File: config.mk
export PLATFORM = sky130hd
export DESIGN_NAME = llsc_resv_monitor
export DESIGN_NICKNAME = d
export VERILOG_FILES = /design/src/rtl/llsc_pkg.sv /design/src/rtl/llsc_resv_slot.sv /design/src/rtl/llsc_snoop.sv /design/src/rtl/llsc_sc_arbiter.sv /design/src/rtl/llsc_resv_monitor.sv
export SDC_FILE = /design/constraint.sdc
export NUM_CORES = 1
export LEC_CHECK = 0
export BUFFER_PORTS_ARGS = -buffer_cell sky130_fd_sc_hd__buf_4
export CAP_MARGIN = 25
export CORE_AREA = 3 3 305 307
export CTS_BUF_LIST = sky130_fd_sc_hd__clkbuf_16
export CTS_CLUSTER_SIZE = 20
export DETAILED_ROUTE_END_ITERATION = 16
export DIE_AREA = 0 0 308 310
export GPL_TIMING_DRIVEN = 0
export PLACE_DENSITY = 0.49
export SETUP_SLACK_MARGIN = 0.2
export SLEW_MARGIN = 25
export SYNTH_ARGS = -nofsm -noshare
export SYNTH_HDL_FRONTEND = slang
export SYNTH_SLANG_ARGS = --single-unit
File: constraint.sdc
create_clock -name clk -period 5.4 [get_ports clk]
set_input_delay 1.08 -clock clk [delete_from_list [all_inputs] [get_ports clk]]
set_output_delay 1.08 -clock clk [all_outputs]
set_load 0.01 [all_outputs]
File: src/rtl/llsc_pkg.sv
package llsc_pkg;

  // Next-state action chosen for one reservation slot.
  typedef enum logic [1:0] {
    SLOT_HOLD = 2'd0,
    SLOT_LOAD = 2'd1,
    SLOT_DROP = 2'd2
  } slot_act_e;

  // True when two byte addresses fall in the same aligned granule.
  function automatic logic same_granule(input logic [63:0] a,
                                        input logic [63:0] b,
                                        input int unsigned lsb);
    return (a >> lsb) == (b >> lsb);
  endfunction

endpackage

File: src/rtl/llsc_resv_slot.sv
module llsc_resv_slot
  import llsc_pkg::*;
#(
  parameter int ADDR_W = 32
) (
  input  logic              clk,
  input  logic              rst_n,
  input  logic              ll_req,
  input  logic [ADDR_W-1:0] ll_addr,
  input  logic              sc_req,
  input  logic              ctx_clr,
  input  logic              snoop_clr,
  output logic              resv_valid,
  output logic [ADDR_W-1:0] resv_addr
);

  slot_act_e act;
  logic      valid_d;
  logic      addr_en;

  // Priority: context clear, then new load, then own SC or snooped write.
  always_comb begin
    if (ctx_clr)                  act = SLOT_DROP;
    else if (ll_req)              act = SLOT_LOAD;
    else if (sc_req || snoop_clr) act = SLOT_DROP;
    else                          act = SLOT_HOLD;
  end

  always_comb begin
    addr_en = 1'b0;
    valid_d = resv_valid;
    unique case (act)
      SLOT_LOAD: begin
        valid_d = 1'b1;
        addr_en = 1'b1;
      end
      SLOT_DROP: valid_d = 1'b0;
      default:   valid_d = resv_valid;
    endcase
  end

  always_ff @(posedge clk or negedge rst_n) begin
    if (!rst_n) resv_valid <= 1'b0;
    else        resv_valid <= valid_d;
  end

  always_ff @(posedge clk) begin
    if (addr_en) resv_addr <= ll_addr;
  end

  AST_CTX_DROPS: assert property (@(posedge clk) disable iff (!rst_n)
    ctx_clr |=> !resv_valid);

  AST_SC_DROPS: assert property (@(posedge clk) disable iff (!rst_n)
    (sc_req && !ll_req) |=> !resv_valid);

  AST_LL_LOADS: assert property (@(posedge clk) disable iff (!rst_n)
    (ll_req && !ctx_clr) |=> (resv_valid && resv_addr == $past(ll_addr)));

endmodule

File: src/rtl/llsc_snoop.sv
module llsc_snoop
  import llsc_pkg::*;
#(
  parameter int NPROC    = 4,
  parameter int ADDR_W   = 32,
  parameter int GRAN_LSB = 6
) (
  input  logic [NPROC-1:0]        wr_valid,
  input  logic [NPROC*ADDR_W-1:0] wr_addr,
  input  logic [NPROC*ADDR_W-1:0] resv_addr,
  output logic [NPROC-1:0]        hit
);

  // hit[i]: some write this cycle lands in the granule of reservation i.
  always_comb begin
    for (int i = 0; i < NPROC; i++) begin
      hit[i] = 1'b0;
      for (int j = 0; j < NPROC; j++) begin
        if (wr_valid[j] &&
            same_granule(64'(wr_addr[j*ADDR_W +: ADDR_W]),
                         64'(resv_addr[i*ADDR_W +: ADDR_W]),
                         GRAN_LSB))
          hit[i] = 1'b1;
      end
    end
  end

endmodule

File: src/rtl/llsc_sc_arbiter.sv
module llsc_sc_arbiter
  import llsc_pkg::*;
#(
  parameter int NPROC    = 4,
  parameter int ADDR_W   = 32,
  parameter int GRAN_LSB = 6
) (
  input  logic                    clk,
  input  logic                    rst_n,
  input  logic [NPROC-1:0]        sc_valid,
  input  logic [NPROC*ADDR_W-1:0] sc_addr,
  input  logic [NPROC-1:0]        resv_valid,
  input  logic [NPROC*ADDR_W-1:0] resv_addr,
  input  logic [NPROC-1:0]        ctx_clr,
  input  logic [NPROC-1:0]        store_hit,
  output logic [NPROC-1:0]        win
);

  logic [NPROC-1:0] cand;
  logic [NPROC-1:0] blocked;

  // A candidate holds an intact reservation on the exact address.
  always_comb begin
    for (int i = 0; i < NPROC; i++) begin
      cand[i] = sc_valid[i] && resv_valid[i] && !ctx_clr[i] && !store_hit[i] &&
                (sc_addr[i*ADDR_W +: ADDR_W] == resv_addr[i*ADDR_W +: ADDR_W]);
    end
  end

  // Lower index candidates on the same granule take precedence.
  always_comb begin
    for (int i = 0; i < NPROC; i++) begin
      blocked[i] = 1'b0;
      for (int j = 0; j < i; j++) begin
        if (cand[j] &&
            same_granule(64'(sc_addr[j*ADDR_W +: ADDR_W]),
                         64'(sc_addr[i*ADDR_W +: ADDR_W]),
                         GRAN_LSB))
          blocked[i] = 1'b1;
      end
    end
  end

  assign win = cand & ~blocked;

  for (genvar i = 0; i < NPROC; i++) begin : g_pair_i
    for (genvar j = i + 1; j < NPROC; j++) begin : g_pair_j
      AST_SINGLE_WINNER: assert property (@(posedge clk) disable iff (!rst_n)
        !(win[i] && win[j] &&
          same_granule(64'(sc_addr[i*ADDR_W +: ADDR_W]),
                       64'(sc_addr[j*ADDR_W +: ADDR_W]), GRAN_LSB)));
    end
  end

endmodule

File: src/rtl/llsc_resv_monitor.sv
module llsc_resv_monitor
  import llsc_pkg::*;
#(
  parameter int NPROC         = 4,
  parameter int ADDR_W        = 32,
  parameter int DATA_W        = 32,
  parameter int GRANULE_BYTES = 64
) (
  input  logic                    clk,
  input  logic                    rst_n,
  input  logic [NPROC-1:0]        ll_valid,
  input  logic [NPROC*ADDR_W-1:0] ll_addr,
  input  logic [NPROC-1:0]        sc_valid,
  input  logic [NPROC*ADDR_W-1:0] sc_addr,
  input  logic [NPROC*DATA_W-1:0] sc_wdata,
  input  logic [NPROC-1:0]        st_valid,
  input  logic [NPROC*ADDR_W-1:0] st_addr,
  input  logic [NPROC-1:0]        ctx_clr,
  output logic [NPROC-1:0]        rsp_valid,
  output logic [NPROC-1:0]        rsp_fail,
  output logic [NPROC-1:0]        mem_we,
  output logic [NPROC*ADDR_W-1:0] mem_addr,
  output logic [NPROC*DATA_W-1:0] mem_wdata
);

  localparam int GRAN_LSB = $clog2(GRANULE_BYTES);

  logic [NPROC-1:0]        resv_valid;
  logic [NPROC*ADDR_W-1:0] resv_addr;
  logic [NPROC-1:0]        store_hit;
  logic [NPROC-1:0]        win_hit;
  logic [NPROC-1:0]        win;
  logic [NPROC-1:0]        rsp_valid_d;
  logic [NPROC-1:0]        rsp_fail_d;
  logic [NPROC-1:0]        mem_we_d;

  // Reservations broken by ordinary stores of any processor.
  llsc_snoop #(
    .NPROC(NPROC), .ADDR_W(ADDR_W), .GRAN_LSB(GRAN_LSB)
  ) u_store_snoop (
    .wr_valid  (st_valid),
    .wr_addr   (st_addr),
    .resv_addr (resv_addr),
    .hit       (store_hit)
  );

  llsc_sc_arbiter #(
    .NPROC(NPROC), .ADDR_W(ADDR_W), .GRAN_LSB(GRAN_LSB)
  ) u_arb (
    .clk        (clk),
    .rst_n      (rst_n),
    .sc_valid   (sc_valid),
    .sc_addr    (sc_addr),
    .resv_valid (resv_valid),
    .resv_addr  (resv_addr),
    .ctx_clr    (ctx_clr),
    .store_hit  (store_hit),
    .win        (win)
  );

  // Reservations broken by winning store-conditionals.
  llsc_snoop #(
    .NPROC(NPROC), .ADDR_W(ADDR_W), .GRAN_LSB(GRAN_LSB)
  ) u_win_snoop (
    .wr_valid  (win),
    .wr_addr   (sc_addr),
    .resv_addr (resv_addr),
    .hit       (win_hit)
  );

  for (genvar p = 0; p < NPROC; p++) begin : g_slot
    llsc_resv_slot #(.ADDR_W(ADDR_W)) u_slot (
      .clk        (clk),
      .rst_n      (rst_n),
      .ll_req     (ll_valid[p]),
      .ll_addr    (ll_addr[p*ADDR_W +: ADDR_W]),
      .sc_req     (sc_valid[p]),
      .ctx_clr    (ctx_clr[p]),
      .snoop_clr  (store_hit[p] | win_hit[p]),
      .resv_valid (resv_valid[p]),
      .resv_addr  (resv_addr[p*ADDR_W +: ADDR_W])
    );
  end

  always_comb begin
    rsp_valid_d = sc_valid;
    rsp_fail_d  = sc_valid & ~win;
    mem_we_d    = win;
  end

  always_ff @(posedge clk or negedge rst_n) begin
    if (!rst_n) begin
      rsp_valid <= '0;
      rsp_fail  <= '0;
      mem_we    <= '0;
    end else begin
      rsp_valid <= rsp_valid_d;
      rsp_fail  <= rsp_fail_d;
      mem_we    <= mem_we_d;
    end
  end

  for (genvar p = 0; p < NPROC; p++) begin : g_fwd
    always_ff @(posedge clk) begin
      if (win[p]) begin
        mem_addr[p*ADDR_W +: ADDR_W]  <= sc_addr[p*ADDR_W +: ADDR_W];
        mem_wdata[p*DATA_W +: DATA_W] <= sc_wdata[p*DATA_W +: DATA_W];
      end
    end

    AST_RSP_FOLLOWS_SC: assert property (@(posedge clk) disable iff (!rst_n)
      sc_valid[p] |=> rsp_valid[p]);

    AST_NO_STRAY_RSP: assert property (@(posedge clk) disable iff (!rst_n)
      !sc_valid[p] |=> !rsp_valid[p]);

    AST_WRITE_MEANS_PASS: assert property (@(posedge clk) disable iff (!rst_n)
      mem_we[p] |-> (rsp_valid[p] && !rsp_fail[p]));

    AST_WIN_NEEDS_RESV: assert property (@(posedge clk) disable iff (!rst_n)
      win[p] |-> resv_valid[p]);
  end

endmodule

==> results_dict.tcl <==
set metrics [dict create \
    run_status "finished clean" \
    worst_clock_skew_ns 0.0218 \
    fp.coreArea_um2 90300 \
    yosys_reg_bits 400 \
    path_common_cell "sky130_fd_sc_hd__nor4_1" \
    setup.worst_path.start_class "input pin" \
    global_route_wire_length_before_repair_um 192000 \
    port_buffers 730 \
    post_synth_inst_count 2115 \
    slew-limit-headroom_pct 20.5 \
    area_growth_pct 35.2 \
    die_x_um 308 \
    cts.repair_timing.setup_buffer_count 0 \
    timing.rr.start "g_slot[0].u_slot.resv_addr[8]" \
    finish.net_count 3444 \
    global_route.usage.total_pct 29.8 \
    power-per-cell-area_nw_per_um2 256 \
    cts_inserted_buffers 47 \
    fp.dieArea_um2 95500 \
    grt_start_max_net_pins 56 \
    met3_usage_pct 7.76 \
    hpwl_um 106000 \
    maxClockFrequency_mhz 204 \
    synth_area_per_cell_um2 11.8 \
    clk_latency_ns 0.64 \
    setup_slack_at_placement_ns -0.0766 \
    first_iter_violations 2594 \
    ctsRootBufferMaster "sky130_fd_sc_hd__clkbuf_16" \
    data_required_time_at_the_worst_endpoint_ns 5.65 \
    cap_violations 0 \
    power.share.sequential_pct 40.4 \
    timing_hold_violations_final 0 \
    sequential_area_share_after_synthesis_pct 47.8 \
    ys_dominant_reg_cell "sky130_fd_sc_hd__edfxtp_1" \
    crit_path_class "in -> reg" \
    die-height_um 310 \
    timing.hold.ws_ns 0.355 \
    clk_transition_reported_paths_ns 0.07 \
    synthArstFlopShare_pct 4.00 \
    initial_utilization_pct 27.7 \
    grt_most_used_layer "met2" \
    placement.cell_area_um2 32200 \
    drcViolationCount 0 \
    postSynthNetCount 2652 \
    postCtsHoldBufs 0 \
    gp_routability_congestion 1.02 \
    grt_pass1_vias 21736 \
    ios 798 \
    fillerInstances 9017 \
    use_met2_pct 48.8 \
    ant_nets 0 \
    switchingPower_w 0.00250 \
    drt_first_pass_iters 6 \
    power.share.clock_pct 38.0 \
    finalNonFillerCells 4120 \
    postLayoutCellArea_um2 33800 \
    row_count 110 \
    synth_cell_types 47 \
    inst_count_dp 4034 \
    share_of_final_layout_standard_cells_stronger_than_drive_strength_1_pct 34.6 \
    tritoncts_clock_tree "done" \
    post-route-util_pct 37.4 \
    period_needed_ns 4.89 \
    power.share.combinational_pct 21.6 \
    final_min_period_over_clock_period_pct 90.6 \
    synth-warning-count 0 \
    wl_um 148000 \
    grt_antenna_before_repair 3 \
    ff_to_ff_setup_slack_ns 0.66 \
    crit_path_max_fanout 32 \
    critical_path.cell_chain "buf_4 -> clkbuf_1 -> xor2_1 -> nor4_1 -> nand4_1 -> or3_1 -> o31ai_2 -> nor4_1 -> a211oi_1 -> ha_2" \
    clock_path_buffers 3 \
    final_max_slew_viol_count 0 \
    rsz0062_at_grt "no" \
    cellLeakagePower_nw 12.4 \
    power_switching_share_pct 29.0 \
    tightestPinTransition_ns 1.19 \
    hold_path_class "in -> async" \
    number_of_synthesized_flops_with_an_enable_pin 384 \
    critical_path.endpoint_type "flop" \
    cpPeakStageDelay_ns 0.78 \
    cts_max_level 2 \
    worstSetupStartpoint "sc_addr[57]" \
    met1_usage_pct 36.4 \
    grt_overflow_total 0 \
    critical_path.slowest_cell "sky130_fd_sc_hd__ha_2" \
    netlist_area_um2 25000 \
    max-vdd-ir-drop_mv 0.195 \
    p_int_w 0.00613 \
    cp_data_arrival_time_ns 5.14 \
    timing.final.ws_setup_ns 0.506 \
    final-setup-viol-count 0 \
    final_common_cell "sky130_fd_sc_hd__buf_4" \
    vias 21379 \
    post_cts_resized 0 \
    routed_wire_length_per_instance_um 35.9 \
    clock-sinks 400 \
    detail_route.vias_per_cell 5.19 \
    mostFrequentLayoutCells "766 x sky130_fd_sc_hd__buf_4, 586 x sky130_fd_sc_hd__xnor2_1, 426 x sky130_fd_sc_hd__xor2_1" \
]
==> power by group through the flow <==
stage          registers [W]  logic (W)  clock network [W]
4_1_cts              0.00349    0.00183            0.00337
2_1_floorplan        0.00355   0.000965                  0
3_5_place_dp         0.00355    0.00182                  0
5_1_grt              0.00349    0.00193            0.00348
3_3_place_gp         0.00355    0.00180                  0
6_report             0.00349    0.00187            0.00327
==> cell usage after synthesis (all sizes together) (4+ instances only) <==
| library cell | count | area share [%] |
|---|---|---|
| xnor2 | 586 | 21 |
| a211oi | 4 | 0.12 |
| nor2 | 9 | 0.14 |
| edfxtp | 384 | 46 |
| o22ai | 4 | 0.10 |
| nor3 | 37 | 0.80 |
| a22oi | 4 | 0.18 |
| clkbuf | 105 | 1.9 |
| nand2 | 17 | 0.27 |
| dfrtp | 16 | 1.6 |
| nor2b | 4 | 0.10 |
| nor4 | 129 | 3.3 |
| xor2 | 426 | 15 |
| a211o | 4 | 0.14 |
| ha | 7 | 0.35 |
| inv | 9 | 0.14 |
| nand4 | 159 | 4.0 |
| buf | 146 | 3.6 |
| nand3 | 35 | 0.70 |
==> per-stage QoR <==
step | total power, W | setup TNS (ns)
CTS | 0.00868 | 0
global placement | 0.00535 | -391.19
global route | 0.00891 | 0
detailed placement | 0.00537 | -2.36
finish | 0.00863 | 0
floorplan | 0.00452 | 0
==> routing by layer <==
| metal | routed length (um) | vias to the layer above | share of wire, % |
|---|---|---|---|
| li1 | - | 8853 | - |
| met1 | 56900 | 10567 | 38 |
| met2 | 68500 | 1537 | 46 |
| met3 | 14400 | 418 | 9.7 |
| met4 | 8300 | 4 | 5.6 |
| met5 | 27 | - | 0.018 |
==> area by class of cell <==
cell class	count	area [um^2]	share of cell area (%)
Antenna cell	1	2.50	0.00741
Buffer	251	1360	4.04
Clock buffer	48	1200	3.56
Clock inverter	37	372	1.10
Inverter	9	38.8	0.115
Multi-Input combinational cell	1455	11700	34.6
Sequential cell	400	11900	35.3
Tap cell	1176	1470	4.36
Timing Repair Buffer	743	5710	16.9
==> worst max-delay path, delay by kind of cell <==
| family | cells | cell delay (ns) |
|---|---|---|
| simple gates | 4 | 1.33 |
| compound gates | 2 | 0.89 |
| buf+inv | 2 | 0.85 |
| fa+ha+maj | 1 | 0.78 |
| xor+xnor | 1 | 0.14 |
==> cell families after synthesis <==
kind of cell	after synthesis	share of synthesized area, %
buffers and inverters	260	5.59
multiplexers	1	0.0401
flip-flops	400	47.8
XOR/XNOR	1012	35.5
AO/OA/AOI/OAI	27	0.932
AND/OR/NAND/NOR	408	9.81
adder cells (fa/ha/maj)	7	0.351
==> final timing paths <==
check / endpoint / cells past startpoint
max: g_slot[3].u_slot.resv_addr[8] / 10
min in group clk: g_slot[2].u_slot.resv_valid / 2
max reg2reg: mem_wdata[39] / 13
min reg2reg: g_slot[2].u_slot.resv_valid / 2
min: rsp_fail[3] / 1
max in group asynchronous: mem_we[1] / 1
==> state kept, by name, summed over array words and instances (netlist names) <==
name,count
mem_we,4
g_slot.u_slot.resv_addr,128
g_slot.u_slot.resv_valid,4
rsp_fail,4
rsp_valid,4
mem_addr,128
mem_wdata,128
Note: power is estimated with default switching activity, not from simulation.
